**src/rtl/gpio_port_pkg.sv**
```systemverilog
package gpio_port_pkg;
  typedef enum logic [1:0] {
    ADDR_LATCH = 2'd0,
    ADDR_DIR   = 2'd1,
    ADDR_DRIVE = 2'd2,
    ADDR_PINS  = 2'd3
  } port_addr_e;
endpackage

```
**src/rtl/gpio_sync.sv**
```systemverilog
module gpio_sync #(
  parameter int WIDTH  = 8,
  parameter int STAGES = 2
) (
  input  logic             clk,
  input  logic             rst_n,
  input  logic [WIDTH-1:0] async_in,
  output logic [WIDTH-1:0] sync_out
);
  localparam int LAST = STAGES - 1;

  logic [WIDTH-1:0] stg_q [STAGES];
  logic [WIDTH-1:0] stg_d [STAGES];

  always_comb begin
    stg_d[0] = async_in;
    for (int s = 1; s < STAGES; s++) stg_d[s] = stg_q[s-1];
  end

  always_ff @(posedge clk or negedge rst_n) begin
    if (!rst_n) begin
      for (int s = 0; s < STAGES; s++) stg_q[s] <= '0;
    end else begin
      for (int s = 0; s < STAGES; s++) stg_q[s] <= stg_d[s];
    end
  end

  assign sync_out = stg_q[LAST];
endmodule

```
**src/rtl/gpio_regs.sv**
```systemverilog
module gpio_regs
  import gpio_port_pkg::*;
#(
  parameter int WIDTH = 8
) (
  input  logic             clk,
  input  logic             rst_n,
  input  logic             wr_en,
  input  port_addr_e       addr,
  input  logic [WIDTH-1:0] wdata,
  output logic [WIDTH-1:0] latch_q,
  output logic [WIDTH-1:0] dir_q,
  output logic [WIDTH-1:0] weak_q
);
  logic [WIDTH-1:0] latch_d, dir_d, weak_d;
  logic             latch_ce, dir_ce, weak_ce;

  always_comb begin
    latch_ce = wr_en && (addr == ADDR_LATCH);
    dir_ce   = wr_en && (addr == ADDR_DIR);
    weak_ce  = wr_en && (addr == ADDR_DRIVE);
    latch_d  = latch_ce ? wdata : latch_q;
    dir_d    = dir_ce   ? wdata : dir_q;
    weak_d   = weak_ce  ? wdata : weak_q;
  end

  always_ff @(posedge clk or negedge rst_n) begin
    if (!rst_n) begin
      latch_q <= '0;
      dir_q   <= '0;
      weak_q  <= '0;
    end else begin
      latch_q <= latch_d;
      dir_q   <= dir_d;
      weak_q  <= weak_d;
    end
  end


  reset_clear_chk: assert property (@(posedge clk)
    !rst_n |-> (latch_q == '0 && dir_q == '0 && weak_q == '0));


  dir_hold_chk: assert property (@(posedge clk) disable iff (!rst_n)
    !(wr_en && addr == ADDR_DIR) |=> $stable(dir_q));


  latch_hold_chk: assert property (@(posedge clk) disable iff (!rst_n)
    !(wr_en && addr == ADDR_LATCH) |=> $stable(latch_q));
endmodule

```
**src/rtl/gpio_pinmux.sv**
```systemverilog
module gpio_pinmux #(
  parameter int WIDTH = 8
) (
  input  logic [WIDTH-1:0] latch_q,
  input  logic [WIDTH-1:0] dir_q,
  input  logic [WIDTH-1:0] sync_lvl,
  input  logic [WIDTH-1:0] oc_en,
  input  logic [WIDTH-1:0] oc_val,
  output logic [WIDTH-1:0] pad_out,
  output logic [WIDTH-1:0] pad_oe,
  output logic [WIDTH-1:0] latch_rd
);
  for (genvar i = 0; i < WIDTH; i++) begin : g_pin
    logic drive;
    always_comb begin
      drive       = oc_en[i] | dir_q[i];
      pad_oe[i]   = drive;
      pad_out[i]  = oc_en[i] ? oc_val[i] : latch_q[i];
      latch_rd[i] = drive ? latch_q[i] : sync_lvl[i];
    end
  end
endmodule

```
**src/rtl/gpio_port_ovr.sv**
```systemverilog
module gpio_port_ovr
  import gpio_port_pkg::*;
#(
  parameter int WIDTH       = 8,
  parameter int SYNC_STAGES = 2
) (
  input  logic             clk,
  input  logic             rst_n,
  input  logic             bus_sel,
  input  logic             bus_wr,
  input  logic [1:0]       bus_addr,
  input  logic [WIDTH-1:0] bus_wdata,
  output logic [WIDTH-1:0] bus_rdata,
  input  logic [WIDTH-1:0] pin_in,
  input  logic [WIDTH-1:0] tmr_oc_en,
  input  logic [WIDTH-1:0] tmr_oc_val,
  output logic [WIDTH-1:0] pad_out,
  output logic [WIDTH-1:0] pad_oe,
  output logic [WIDTH-1:0] pad_weak,
  output logic [WIDTH-1:0] cap_level
);
  port_addr_e       addr;
  logic             wr_en;
  logic [WIDTH-1:0] latch_q, dir_q, weak_q, sync_lvl, latch_rd;

  assign addr  = port_addr_e'(bus_addr);
  assign wr_en = bus_sel & bus_wr;

  gpio_regs #(.WIDTH(WIDTH)) u_regs (
    .clk(clk), .rst_n(rst_n), .wr_en(wr_en), .addr(addr), .wdata(bus_wdata),
    .latch_q(latch_q), .dir_q(dir_q), .weak_q(weak_q)
  );

  gpio_sync #(.WIDTH(WIDTH), .STAGES(SYNC_STAGES)) u_sync (
    .clk(clk), .rst_n(rst_n), .async_in(pin_in), .sync_out(sync_lvl)
  );

  gpio_pinmux #(.WIDTH(WIDTH)) u_mux (
    .latch_q(latch_q), .dir_q(dir_q), .sync_lvl(sync_lvl),
    .oc_en(tmr_oc_en), .oc_val(tmr_oc_val),
    .pad_out(pad_out), .pad_oe(pad_oe), .latch_rd(latch_rd)
  );

  assign pad_weak  = weak_q;
  assign cap_level = sync_lvl;

  always_comb begin
    bus_rdata = '0;
    if (bus_sel) begin
      unique case (addr)
        ADDR_LATCH: bus_rdata = latch_rd;
        ADDR_DIR:   bus_rdata = dir_q;
        ADDR_DRIVE: bus_rdata = weak_q;
        ADDR_PINS:  bus_rdata = sync_lvl;
        default:    bus_rdata = '0;
      endcase
    end
  end

  // Cycles since reset, for the capture-latency check only.
  logic [1:0] warm_q;
  always_ff @(posedge clk or negedge rst_n) begin
    if (!rst_n)              warm_q <= '0;
    else if (warm_q != 2'd2) warm_q <= warm_q + 2'd1;
  end


  oc_forces_oe_chk: assert property (@(posedge clk) disable iff (!rst_n)
    (tmr_oc_en & ~pad_oe) == '0);


  oc_value_chk: assert property (@(posedge clk) disable iff (!rst_n)
    ((pad_out ^ tmr_oc_val) & tmr_oc_en) == '0);


  cap_latency_chk: assert property (@(posedge clk) disable iff (!rst_n)
    (warm_q == 2'd2) |-> (cap_level == $past(pin_in, 2)));


  weak_follow_chk: assert property (@(posedge clk) disable iff (!rst_n)
    bus_sel && bus_wr && bus_addr == 2'd2 |=> pad_weak == $past(bus_wdata));
endmodule

```
**config.mk**
```make
export PLATFORM = sky130hd
export DESIGN_NAME = gpio_port_ovr
export DESIGN_NICKNAME = d
export VERILOG_FILES = /design/src/rtl/gpio_port_pkg.sv /design/src/rtl/gpio_sync.sv /design/src/rtl/gpio_regs.sv /design/src/rtl/gpio_pinmux.sv /design/src/rtl/gpio_port_ovr.sv
export SDC_FILE = /design/constraint.sdc
export NUM_CORES = 1
export LEC_CHECK = 0
export BUFFER_PORTS_ARGS = -buffer_cell sky130_fd_sc_hd__buf_2
export CORE_MARGIN = 1
export CORE_UTILIZATION = 38
export CTS_CLUSTER_DIAMETER = 50
export DETAILED_ROUTE_END_ITERATION = 16
export PLACE_DENSITY = 0.67
export SLEW_MARGIN = 20
export SYNTH_ARGS = -nofsm -noshare
export SYNTH_HDL_FRONTEND = slang
export SYNTH_SLANG_ARGS = --single-unit
```
**constraint.sdc**
```tcl
create_clock -name clk -period 1.22 [get_ports clk]
set_clock_uncertainty 0.2 [all_clocks]
set_input_delay 0.061 -clock clk [delete_from_list [all_inputs] [get_ports clk]]
set_output_delay 0.061 -clock clk [all_outputs]
set_load 0.05 [all_outputs]
```
; After elaboration in Yosys (flattened, before gate mapping)
; Index checks and enable logic that the tools add are counted.
[totals]
ff_bits = 40
in_bits = 38
output_inout_bits = 40
word_cells = 39
[op_classes]
eq_ne = 3
mux = 18
bitwise = 9
n_reduce_logical = 4
[ops]
columns = operator, n
row1 = $pmux 8 s4, 1
row2 = $mux 1, 16
row3 = $mux 8, 1
row4 = $or 1x1->1, 8
row5 = $eq 2x2->1 const B, 2
row6 = $logic_and 1x1->1, 3
row7 = $eq 2x1->1 const B, 1
row8 = $logic_not 2->1, 1
row9 = $and 1x1->1, 1

; Logic depth before layout (Yosys ltp)
[logic_depth]
word_depth = 4
ltp_mapped = 5
mapped_depth_nobuf = 3

; Cells and area by module
; From an unflattened synthesis, not the netlist that was laid out.
[unflattened]
cells_unflattened = 129
hier_area_um2 = 1914.3
[by_module_without_submodules]
columns = mod, instances, cells_per_inst, area_per_inst_um2, seq_area_each_um2
row1 = gpio_regs, 1, 51, 912.1, 600.6
row2 = gpio_sync, 1, 16, 400.4, 400.4
row3 = gpio_pinmux, 1, 32, 340.3, 0.0
row4 = gpio_port_ovr, 1, 30, 261.5, 0.0

; Worst setup path after synthesis
; OpenSTA, ideal clock, no wires.
[synth_timing]
path_type = reg2out
start = reg u_regs.dir_q[4]
end = out bus_rdata[4]
t_arrival_ps = 1563
t_required_ps = 959
path_slack_ps = -604
path_stages_with_launch = 4
n_path_buf = 0
path_cell_list = dfrtp_1 or2_2 mux2i_1 o2bb2ai_1
[synth_via]
elab_chain_len = 4
[synth_lines]
columns = item, line
row1 = "start, declared", gpio_regs.sv:12  ; output logic [WIDTH-1:0] dir_q,
row2 = "start signal, assigned", gpio_regs.sv:34  ; dir_q <= dir_d;
row3 = $or 1x1->1, gpio_pinmux.sv:16  ; drive = oc_en[i] | dir_q[i];
row4 = named net u_mux.g_pin[4].drive, gpio_pinmux.sv:14  ; logic drive;
row5 = $mux 1, gpio_pinmux.sv:19  ; latch_rd[i] = drive ? latch_q[i] : sync_lvl[i];
row6 = $pmux 8 s4, gpio_port_ovr.sv:50  ; unique case (addr)
row7 = $mux 8, gpio_port_ovr.sv:49  ; if (bus_sel) begin
row8 = "end, declared", gpio_port_ovr.sv:13  ; output logic [WIDTH-1:0] bus_rdata,
; The timed path passes the listed nets, and every way through them passes these cells.

; Final worst setup path
[layout_timing]
start = reg u_regs.dir_q[1]
end = out bus_rdata[1]
[layout_via]
elab_chain_len = 4
[layout_lines]
columns = item, line
row1 = $or 1x1->1, gpio_pinmux.sv:16
row2 = $mux 1, gpio_pinmux.sv:19
row3 = $pmux 8 s4 *, gpio_port_ovr.sv:50
row4 = $mux 8 *, gpio_port_ovr.sv:49
; Mark *: on every way between the ends. The rest lies on a longest branch, timed or not.

==> metrics <==
Via Count=1658; share of cells above drive strength 1=0.6969; Max clock buf depth=2; CTS tree=done; DIE HEIGHT=74.47 um; power per cell area=1494 nW/um2; row count=26; R2R Setup Slk=0 ns; antenna-violating nets left=0; drt drc=0; Seq cells post-synth=40; chip width=74.47 um; DIE AREA=5546 um2; total core area=5075 um2; RSZ-0062 raised after global routing=yes; DR WL/cell=14.60 um; Worst-Margin Slew=0.2552 ns; fin crit period=1.694 ns; diode count=0; combinational share of power=0.441; sw frac=0.3386; # H-tree levels=2; critical path type=flip-flop to output port; Final Setup Violations=32; Pleak=0.001629 uW; Initial Util=0.3932; CP endpoint kind=output port; Vias per Instance=4.644; clock network power share=0.230; Post-Syn Nets=191; worst setup margin=-0.4737 ns; Critical Path Source Type=flip-flop; area leader, netlist=dfrtp_1; Max FO, Critical Path=2; I/O pin total=78; GPL Wtd Cong=0.7589; CTS Sinks=40; Net Sw Power=1735 uW; Final Hold Viols=0; Yosys top cell area share=0.5016; FMAX=0.5904 GHz; Mapped Cells=153; Register-to-Register Path Depth=3; clock-pin transition on the worst setup and hold timing paths=0.08 ns; final net count=324; worst flop-to-flop path startpoint=u_regs.latch_q[2]; Cell Area, Synth=1996 um2; status=finished with violations; detailed placement HPWL=3304 um; synth unique cells=19; port buffer count=77; largest net degree at the start of global routing=41; GRT overflow=0; Hold Crit Class=input port to async pin; Slew headroom=0.8250; VDD IR max=0.8984 mV; CP arrival=1.43 ns; Layout area overhead=71.91%; number of global-route vias before repair=1755; clk_lat worst skew=0.29 ns; Ys Warns=0; drt pass-1 iters=2; post-synthesis average cell area=13.04 um2; Initial DRC Count=53; Reg power frac=0.329; final WL=5212 um; initial antenna violation count=0; top cells by area, synth=dfrtp_1, mux2_2, mux2_4; failing checks=setup timing; CTS root buffer=clkbuf_8; sequential fraction of the synthesis area=0.5016; placed insts=325; Tcrit/Tclk final=1.388; clock buffer count from CTS=5; internal power=3390 uW; r2r endpoint=u_regs.latch_q[2]; final cell count without fillers=357; maxcap violations=0; Worst EP required=0.96 ns; Total GRT Usage=0.2035; first-pass GRT wire length=8300 um; Pins Over Slew Limit=0; Setup TNS Final=-6.117 ns
[per-layer routing]
layer | routed length, um | global-route usage | vias up
met5 | 0 | 0 | -
met3 | 246 | 0.05420 | 8
met2 | 2761 | 0.3714 | 53
li1 | - | - | 801
met1 | 2137 | 0.2345 | 796
met4 | 66 | 0.05451 | 0
[metrics by stage]
step / hold slack [ns] / util / total power (uW) / worst slack, ns / area (um2)
global route: 0.09122 / 0.6760 / 5362 / -0.5296 / 3431
finish: 0.05811 / 0.6760 / 5126 / -0.4737 / 3431
floorplan: -0.4346 / - / 2934 / -0.1356 / 2106
CTS: 0.06366 / 0.6617 / 5060 / -0.4729 / 3358
detailed placement: -0.1547 / 0.5434 / 3450 / -0.2797 / 2758
global placement: -0.1562 / 0.5434 / 3422 / -0.2584 / 2758
[registers in the layout, indices dropped and copies added (netlist names)]
register and flops:
u_sync.stg_d 8, u_sync.sync_out 8, u_regs.weak_q 8, u_regs.dir_q 8, u_regs.latch_q 8
[worst max-delay path, stage by stage, from the launching register on]
cell and delay, ns:
dfrtp_1 0.38, or2_4 0.23, o211ai_1 0.17, and3_4 0.21, buf_8 0.14
[worst max path at each step]
stage,from,to,slack (ns),cells past startpoint
global route,u_regs.dir_q[2],bus_rdata[2],-0.53,4
finish,u_regs.dir_q[1],bus_rdata[1],-0.47,4
floorplan,u_sync.sync_out[4],bus_rdata[4],-0.14,3
global placement,u_regs.dir_q[7],bus_rdata[7],-0.26,4
CTS,u_regs.dir_q[1],bus_rdata[1],-0.47,4
detailed placement,u_regs.dir_q[3],bus_rdata[3],-0.28,4
[power groups by stage]
| stage | registers [uW] | clock network, uW | logic, uW |
|---|---|---|---|
| finish | 1690 | 1180 | 2260 |
| global route | 1720 | 1260 | 2380 |
| CTS | 1680 | 1200 | 2180 |
| detailed placement | 1700 | 0 | 1750 |
| global placement | 1690 | 0 | 1730 |
| floorplan | 1950 | 0 | 989 |
[synthesized netlist by cell type (all sizes together)]
cell     instances
o21ai            7
o2bb2ai          1
mux2i           10
mux2            32
nand4b           2
and3             8
a21oi            7
nand2            2
dfrtp           40
buf             14
inv              7
or2              8
nor2             1
o211ai           7
nor3b            7
[placed cells by master, fill, tap and decap left out, types with 2 or more instances in the layout]
cell type | synthesis | layout
a21oi_1 | 7 | 7
and3_4 | 1 | 8
buf_2 | 1 | 39
buf_4 | 10 | 36
buf_6 | 3 | 31
buf_8 | 0 | 15
clkbuf_8 | 0 | 7
dfrtp_1 | 40 | 24
dfrtp_2 | 0 | 16
dlygate4sd3_1 | 0 | 17
inv_1 | 7 | 7
mux2_2 | 24 | 24
mux2_4 | 8 | 8
mux2i_1 | 10 | 9
nand2_1 | 2 | 2
nand4b_4 | 2 | 2
nor3b_1 | 7 | 7
o211ai_1 | 7 | 7
o21ai_0 | 7 | 2
o21ai_1 | 0 | 5
or2_4 | 0 | 8
[repair_timing]
| item | CTS | global route |
|---|---|---|
| endpoints found under the hold margin | 72 | 0 |
| setup buffers | 5 | 6 |
| pin swaps | 14 | 2 |
| hold buffers | 17 | 0 |
| resized for setup | 81 | 31 |
| setup endpoints to repair | 32 | 41 |
[area by class of cell]
cell class	count	area, um2
fillers	389	1644
repair buffers	140	1237
flip-flops and latches	40	1021
multi-input cells	92	932.1
clock buffers	7	96.34
well taps	70	87.58
clock inverters	1	30.03
inverters	7	26.28
[kinds of logic after synthesis]
| group | count (synthesis) | synth area share |
|---|---|---|
| mux | 42 | 0.2458 |
| flops | 40 | 0.5016 |
| simple gates | 28 | 0.1166 |
| compound gates | 22 | 0.06583 |
| buf+inv | 21 | 0.07022 |
Power figures use the tool's default switching activity.
